**config.mk**
```make
export PLATFORM = sky130hd
export DESIGN_NAME = tdm_framer
export DESIGN_NICKNAME = d
export VERILOG_FILES = /design/src/rtl/tdm_framer_pkg.sv /design/src/rtl/tdm_cfg_hold.sv /design/src/rtl/tdm_frame_ctrl.sv /design/src/rtl/tdm_tx_lane.sv /design/src/rtl/tdm_rx_lane.sv /design/src/rtl/tdm_framer.sv
export SDC_FILE = /design/constraint.sdc
export NUM_CORES = 1
export LEC_CHECK = 0
export ABC_AREA = 1
export BUFFER_PORTS_ARGS = -buffer_cell sky130_fd_sc_hd__buf_2
export CORE_UTILIZATION = 52
export CTS_BUF_LIST = sky130_fd_sc_hd__clkbuf_8 sky130_fd_sc_hd__clkbuf_16
export CTS_CLUSTER_DIAMETER = 120
export DETAILED_ROUTE_END_ITERATION = 10
export PLACE_DENSITY_LB_ADDON = 0.25
export SLEW_MARGIN = 20
export SYNTH_ARGS = -nofsm -noshare
export SYNTH_HDL_FRONTEND = slang
export SYNTH_SLANG_ARGS = --single-unit
```
**constraint.sdc**
```tcl
create_clock -name clk -period 2.68 [get_ports clk]
set_clock_uncertainty 0.15 [all_clocks]
set_input_delay 0.402 -clock clk [delete_from_list [all_inputs] [get_ports clk]]
set_output_delay 0.402 -clock clk [all_outputs]
set_load 0.005 [all_outputs]
```
**src/rtl/tdm_framer_pkg.sv**
```systemverilog
package tdm_framer_pkg;

  localparam int DLY_W  = 4;
  localparam int SLOT_W = 7;

  typedef enum logic [1:0] {
    PH_IDLE,
    PH_GAP,
    PH_DATA
  } phase_e;

  typedef struct packed {
    logic              multi;
    logic              single;
    logic              loop;
    logic [DLY_W-1:0]  gap;
    logic [SLOT_W-1:0] last_slot;
  } cfg_t;

endpackage

```
**src/rtl/tdm_cfg_hold.sv**
```systemverilog
module tdm_cfg_hold
  import tdm_framer_pkg::*;
(
  input  logic              clk,
  input  logic              rst_n,
  input  cfg_t              cfg_in,
  output cfg_t              cfg_q,
  output logic              run,
  output logic              loop_act,
  output logic [SLOT_W-1:0] last_eff
);

  assign run      = cfg_q.multi | cfg_q.single;
  assign loop_act = cfg_q.loop & ~cfg_q.multi;
  assign last_eff = cfg_q.multi ? cfg_q.last_slot : '0;

  // Settings are captured while stopped; while running only a full disable is honoured.
  always_ff @(posedge clk) begin
    if (!rst_n) begin
      cfg_q <= '0;
    end else if (!run) begin
      cfg_q <= cfg_in;
    end else if (!(cfg_in.multi || cfg_in.single)) begin
      cfg_q.multi  <= 1'b0;
      cfg_q.single <= 1'b0;
    end
  end

endmodule

```
**src/rtl/tdm_frame_ctrl.sv**
```systemverilog
module tdm_frame_ctrl
  import tdm_framer_pkg::*;
#(
  parameter int WORD_W = 32
)(
  input  logic              clk,
  input  logic              rst_n,
  input  logic              run,
  input  logic              tick,
  input  logic              sync,
  input  logic [DLY_W-1:0]  gap,
  input  logic [SLOT_W-1:0] last_slot,
  output logic              proc,
  output logic              word_start,
  output logic              word_end,
  output logic              abort,
  output logic              bits_busy,
  output logic              idle,
  output logic [SLOT_W-1:0] slot_cur
);

  localparam int BIT_W = $clog2(WORD_W);

  phase_e            phase;
  logic [DLY_W-1:0]  gcnt;
  logic [BIT_W-1:0]  bcnt;
  logic [SLOT_W-1:0] scnt;
  logic [BIT_W-1:0]  bit_cur;
  logic              fresh;

  // A sync tick or the tick ending the gap starts at bit 0 of slot 0.
  assign fresh    = sync || (phase != PH_DATA);
  assign bit_cur  = fresh ? '0 : bcnt;
  assign slot_cur = fresh ? '0 : scnt;

  always_comb begin
    proc = 1'b0;
    if (run && tick) begin
      if (sync)                proc = (gap == '0);
      else if (phase == PH_GAP) proc = (gcnt == DLY_W'(1));
      else                     proc = (phase == PH_DATA);
    end
  end

  assign word_start = proc && (bit_cur == '0);
  assign word_end   = proc && (bit_cur == BIT_W'(WORD_W - 1));
  assign bits_busy  = (phase == PH_DATA) && (bcnt != '0);
  assign abort      = run && tick && sync && bits_busy;
  assign idle       = (phase == PH_IDLE);

  always_ff @(posedge clk) begin
    if (!rst_n || !run) begin
      phase <= PH_IDLE;
      gcnt  <= '0;
      bcnt  <= '0;
      scnt  <= '0;
    end else if (tick) begin
      if (proc) begin
        if (word_end) begin
          bcnt <= '0;
          if (slot_cur == last_slot) begin
            phase <= PH_IDLE;
            scnt  <= '0;
          end else begin
            phase <= PH_DATA;
            scnt  <= slot_cur + 1'b1;
          end
        end else begin
          phase <= PH_DATA;
          bcnt  <= bit_cur + 1'b1;
          scnt  <= slot_cur;
        end
      end else if (sync) begin
        phase <= PH_GAP;
        gcnt  <= gap;
        bcnt  <= '0;
        scnt  <= '0;
      end else if (phase == PH_GAP) begin
        gcnt <= gcnt - 1'b1;
      end
    end
  end

endmodule

```
**src/rtl/tdm_tx_lane.sv**
```systemverilog
module tdm_tx_lane #(
  parameter int WORD_W = 32
)(
  input  logic              clk,
  input  logic              rst_n,
  input  logic              run,
  input  logic              proc,
  input  logic              word_start,
  input  logic              word_end,
  input  logic              abort,
  input  logic              bits_busy,
  input  logic              in_valid,
  output logic              in_ready,
  input  logic [WORD_W-1:0] in_data,
  output logic              ser_bit,
  output logic              underflow
);

  logic [WORD_W-1:0] hold;
  logic [WORD_W-1:0] sh;
  logic              full;
  logic              loaded;

  assign in_ready = run && !full;
  assign ser_bit  = sh[WORD_W-1];

  always_ff @(posedge clk) begin
    if (!rst_n || !run) begin
      hold      <= '0;
      sh        <= '0;
      full      <= 1'b0;
      loaded    <= 1'b0;
      underflow <= 1'b0;
    end else begin
      underflow <= word_start && (!loaded || abort);
      if (in_valid && in_ready) begin
        hold <= in_data;
        full <= 1'b1;
      end
      if (word_end) begin
        // Hand the next slot its word at once so back-to-back ticks never starve it.
        if (full) begin
          sh     <= hold;
          loaded <= 1'b1;
          full   <= 1'b0;
        end else begin
          sh     <= '0;
          loaded <= 1'b0;
        end
      end else if (abort) begin
        sh     <= '0;
        loaded <= 1'b0;
      end else if (proc) begin
        sh <= sh << 1;
      end else if (!loaded && full && !bits_busy) begin
        sh     <= hold;
        loaded <= 1'b1;
        full   <= 1'b0;
      end
    end
  end

endmodule

```
**src/rtl/tdm_rx_lane.sv**
```systemverilog
module tdm_rx_lane
  import tdm_framer_pkg::*;
#(
  parameter int WORD_W = 32
)(
  input  logic              clk,
  input  logic              rst_n,
  input  logic              run,
  input  logic              proc,
  input  logic              word_end,
  input  logic [SLOT_W-1:0] slot_cur,
  input  logic              ser_bit,
  output logic              out_valid,
  input  logic              out_ready,
  output logic [WORD_W-1:0] out_data,
  output logic [SLOT_W-1:0] out_slot
);

  logic [WORD_W-2:0] sh;

  always_ff @(posedge clk) begin
    if (!rst_n || !run) begin
      sh        <= '0;
      out_valid <= 1'b0;
      out_data  <= '0;
      out_slot  <= '0;
    end else begin
      if (proc) sh <= {sh[WORD_W-3:0], ser_bit};
      if (word_end && (!out_valid || out_ready)) begin
        out_data  <= {sh, ser_bit};
        out_slot  <= slot_cur;
        out_valid <= 1'b1;
      end else if (out_ready) begin
        out_valid <= 1'b0;
      end
    end
  end

endmodule

```
**src/rtl/tdm_framer.sv**
```systemverilog
module tdm_framer
  import tdm_framer_pkg::*;
#(
  parameter int WORD_W = 32
)(
  input  logic              clk,
  input  logic              rst_n,
  input  logic              bit_tick,
  input  logic              fsync_in,
  input  logic              sdata_in,
  output logic              sdata_out,
  input  logic              cfg_multi_en,
  input  logic              cfg_single_en,
  input  logic              cfg_loopback,
  input  logic [DLY_W-1:0]  cfg_gap,
  input  logic [SLOT_W-1:0] cfg_last_slot,
  input  logic              tx_valid,
  output logic              tx_ready,
  input  logic [WORD_W-1:0] tx_data,
  output logic              tx_underflow,
  output logic              rx_valid,
  input  logic              rx_ready,
  output logic [WORD_W-1:0] rx_data,
  output logic [SLOT_W-1:0] rx_slot
);

  cfg_t              cfg_in;
  cfg_t              cfg_q;
  logic              run;
  logic              loop_act;
  logic [SLOT_W-1:0] last_eff;
  logic              proc, word_start, word_end, abort, bits_busy, idle;
  logic [SLOT_W-1:0] slot_cur;
  logic              tx_bit;
  logic              sync_eff;
  logic              rx_bit;

  assign cfg_in = {cfg_multi_en, cfg_single_en, cfg_loopback, cfg_gap, cfg_last_slot};

  // In loopback the transmit side is master: it frames itself and feeds the receiver.
  assign sync_eff  = loop_act ? idle : fsync_in;
  assign rx_bit    = loop_act ? tx_bit : sdata_in;
  assign sdata_out = tx_bit;

  tdm_cfg_hold u_cfg (
    .clk      (clk),
    .rst_n    (rst_n),
    .cfg_in   (cfg_in),
    .cfg_q    (cfg_q),
    .run      (run),
    .loop_act (loop_act),
    .last_eff (last_eff)
  );

  tdm_frame_ctrl #(.WORD_W(WORD_W)) u_ctrl (
    .clk        (clk),
    .rst_n      (rst_n),
    .run        (run),
    .tick       (bit_tick),
    .sync       (sync_eff),
    .gap        (cfg_q.gap),
    .last_slot  (last_eff),
    .proc       (proc),
    .word_start (word_start),
    .word_end   (word_end),
    .abort      (abort),
    .bits_busy  (bits_busy),
    .idle       (idle),
    .slot_cur   (slot_cur)
  );

  tdm_tx_lane #(.WORD_W(WORD_W)) u_tx (
    .clk        (clk),
    .rst_n      (rst_n),
    .run        (run),
    .proc       (proc),
    .word_start (word_start),
    .word_end   (word_end),
    .abort      (abort),
    .bits_busy  (bits_busy),
    .in_valid   (tx_valid),
    .in_ready   (tx_ready),
    .in_data    (tx_data),
    .ser_bit    (tx_bit),
    .underflow  (tx_underflow)
  );

  tdm_rx_lane #(.WORD_W(WORD_W)) u_rx (
    .clk       (clk),
    .rst_n     (rst_n),
    .run       (run),
    .proc      (proc),
    .word_end  (word_end),
    .slot_cur  (slot_cur),
    .ser_bit   (rx_bit),
    .out_valid (rx_valid),
    .out_ready (rx_ready),
    .out_data  (rx_data),
    .out_slot  (rx_slot)
  );

endmodule

```
==> out/qor.csv <==
stage,metric,value,unit
power,p_seq_share,48.8,%
setup_path,critPathCaptureType,register,
grt,grt_pass1_wl,27.1,mm
clock_network,cts_root_buf,clkbuf_16,
power,p_clk_share,41.7,%
sta,relSlewSlack,67.9,%
die,core-area,0.0135,sq mm
setup_path,r2r_end,u_ctrl.scnt[1],
sta,hold_viol_final,0,
setup_path,worst-path-stages,16,
drt,vias_per_cell,5.11,
setup_path,ff2ff_path_depth,16,
drt,ant_nets,0,
setup_path,crit_buf_inv,3,
finish,layoutNonFillerInstCount,1274,
sta,layout_min_cycle_time,2450,ps
placed_design,dp_hpwl,10.3,mm
setup_path,arrival,2660,ps
hold_path,hp-class,in -> reg,
finish,drive_gt1_share,16.5,%
synth,synth_flop_cell,dfxtp_1,
synth,synthTopCellsByCount,"219 x nand2_1, 170 x dfxtp_1, 123 x nand3_1, 123 x nor2_1, 86 x a21oi_1",
setup_path,r2r_start,u_cfg.cfg_q[13],
setup_path,critPathLaunchType,register,
sta,tns,0,ps
die,pin_count,96,
synth,syn_inst,1007,
sta,rsz0062_at_grt,false,
clock_network,clock-sinks,170,
synth,synth_seq_area_share,46.7,%
drt,drc,0,
setup_path,critPathCapture,u_ctrl.scnt[1],
setup_path,crit_required,2890,ps
synth,synth.top_cell.area_share,46.7,%
power,switching_share,24.9,%
grt,antenna_found_initial,0,
die,die_area,0.0145,sq mm
drt,wire_per_inst,12.8,microns
synth,synth_nets,1065,
clock_network,clk_latency,430,ps
setup_path,critical_path_class,reg -> reg,
sta,tightest_slew,480,ps
sta,slew_violations,0,
synth,netlist_top_cells_area,"dfxtp_1 47%, nand2_1 11%, nand3_1 8.4%, nor2_1 6.3%, a21oi_1 5.9%",
drt,drtPass1Iterations,5,
clock_network,htreeDepth,4,
setup_path,path_cells,inv_2 -> nand2_4 -> nand2_2 -> nand2_2 -> nor2_1 -> ha_1 -> nand2_1 -> nor2_1 -> ha_2 -> inv_1 -> nor2_8 -> buf_4 -> nand2_1 -> a21oi_1 -> nand2_1 -> a21oi_1,
sta,hold_slack,48.7,ps
sta,max_freq,408,MHz
placed_design,pre_cts_ws,16.6,ps
finish,nFillCells,1245,
grt,grt_util_all_layers,23.3,%
job,maxCapViolCount,0,
clock_network,cts_tree,done,
die,start_util,54.2,%
finish,layout.nets,1145,
drt,routed_wl,16.3,mm
setup_path,rrSetupSlack,230,ps
placed_design,placed_cells,1241,
power,combPwrFrac,9.5,%
synth,netlist_area,0.00729,sq mm
die,die_height,120,microns
setup_path,critical_path.top_delay_family,simple AND/OR/NAND/NOR gates,
synth,async_reset_ff_share,0,%
setup_path,critPathMaxStageDelay,320,ps
grt,gr-total-overflow,0,
die,rows,42,
status,status,"finished, final reports clean",
grt,grt_pass1_vias,5881,
synth,postSynthAreaPerCell,7.24,sq um
die,die_x,120,microns
finish,antenna_cells,0,
drt,via_count,6514,
setup_path,crit_path_start,u_cfg.cfg_q[13],
placed_design,gp_congestion,0.824,
sta,period_share,91.5,%
clock_network,clockBufferDepth,2,
drt,drt_iter0_markers,589,
power,switchingPower,1.33,mW
synth,ys_warn_count,0,
power,p_leak,3.83,nW
setup_path,cp_max_fo,7,
placed_design,io_buffers,95,
power,irDropWorstVdd,0.465,mV
sta,setup_ws,228,ps
finish,final_area,0.00853,sq mm
placed_design,dpl_cell_area,0.00794,sq mm
clock_network,cts_buffers,17,
synth,synth_seq_cells,170,
grt,grt_max_degree,78,
synth,yosysMostFrequentCell,nand2_1,
setup_path,cpMaxStageDelayCell,dfxtp_1,
sta,setup_viol,0,
clock_network,cts_hold_buf,0,
clock_network,cts.clk_slew.worst_paths,60,ps
synth,synth_edf_count,0,
setup_path,crit_top_cell,nand2_1,
synth,yosysUniqueCellTypes,34,
synth,synth_top_area_cell,dfxtp_1,
finish,area_delta_synth_final,17.1,%
power,power.density,627,mW/mm^2
power,internal_power,4.01,mW
-- area by class of cell --
| class | instances | area, sq um | area share (%) |
|---|---|---|---|
| well taps | 176 | 220 | 2.58 |
| clock inverters | 13 | 108 | 1.26 |
| clock buffers | 17 | 425 | 4.99 |
| flip-flops and latches | 170 | 3400 | 39.9 |
| multi-input cells | 697 | 3350 | 39.3 |
| repair buffers | 118 | 714 | 8.37 |
| inverters | 83 | 312 | 3.65 |
-- power groups by stage --
stage	Clock [mW]	Combinational [mW]	Sequential, mW
floorplan	0	0.363	2.65
global placement	0	0.496	2.66
detailed placement	0	0.503	2.66
CTS	2.28	0.504	2.61
global route	2.38	0.573	2.61
finish	2.23	0.510	2.61
-- logic make-up (layout without fill, tap and decap cells) --
kind of cell	Yosys count	count (layout)	synth area share (%)
and+or+nand+nor	526	528	32.5
DFF	170	170	46.7
AOI/OAI and AO/OA	162	162	11.5
buffers and inverters	142	231	8.17
adders and majority gates	5	5	0.859
xor gates and xnor gates	2	2	0.240
-- per-layer routing --
metal / GRT usage [%] / vias to the layer above / wire length (microns)
met5: 0 / - / 0
met4: 8.80 / 0 / 307
met3: 4.91 / 21 / 728
met2: 37.5 / 141 / 7280
met1: 30.6 / 2952 / 7970
li1: - / 3400 / -
-- cells in the final DEF (no fill, tap or decap), types with 5 or more instances in the layout --
cell and count:
a21oi_1 86, a31oi_1 5, buf_12 5, buf_2 95, buf_4 17, clkbuf_16 17
dfxtp_1 170, inv_1 80, nand2_1 219, nand2_4 6, nand3_1 123, nand4_1 8
nor2_1 121, o21ai_0 64, or2_0 27
-- through the flow --
| stage | utilization, % | power, mW |
|---|---|---|
| floorplan | - | 3.02 |
| detailed placement | 59.0 | 3.16 |
| finish | 63.4 | 5.35 |
| global route | 63.4 | 5.56 |
| global placement | 59.0 | 3.16 |
| CTS | 62.9 | 5.39 |
-- tightest hold or removal path, cell delays in order --
cell and delay (ps):
buf_2 70, nor2_1 30, nor2_1 80
-- how the worst min path moves through the flow --
stage	startpoint	to	slack, ps	depth (start not counted)
after floorplan	u_tx.hold[1]	u_tx.hold[1]	290	2
after global placement	u_tx.hold[21]	u_tx.hold[21]	300	2
after detailed placement	u_tx.hold[10]	u_tx.hold[10]	300	2
after CTS	cfg_gap[0]	u_cfg.cfg_q[7]	30	3
after global routing	cfg_gap[1]	u_cfg.cfg_q[8]	50	3
final	cfg_gap[0]	u_cfg.cfg_q[7]	50	3
-- sequential cells by signal, summed over array words and instances, names as in the netlist --
signal / flops
u_ctrl.scnt: 7
u_tx.hold: 32
u_cfg.cfg_q: 14
u_tx.full: 1
u_tx.loaded: 1
u_tx.underflow: 1
u_rx.out_data: 32
u_rx.out_slot: 7
u_ctrl.bcnt: 5
u_ctrl.phase: 2
u_rx.out_valid: 1
u_rx.sh: 31
u_ctrl.gcnt: 4
u_tx.sh: 32
-- repair_timing --
action / 4_1_cts / 5_1_grt
endpoints found under the setup margin: 0 / 74
gates resized for setup: 0 / 6
buffers inserted: 0 / 1
Note: power is estimated with default switching activity, not from simulation.
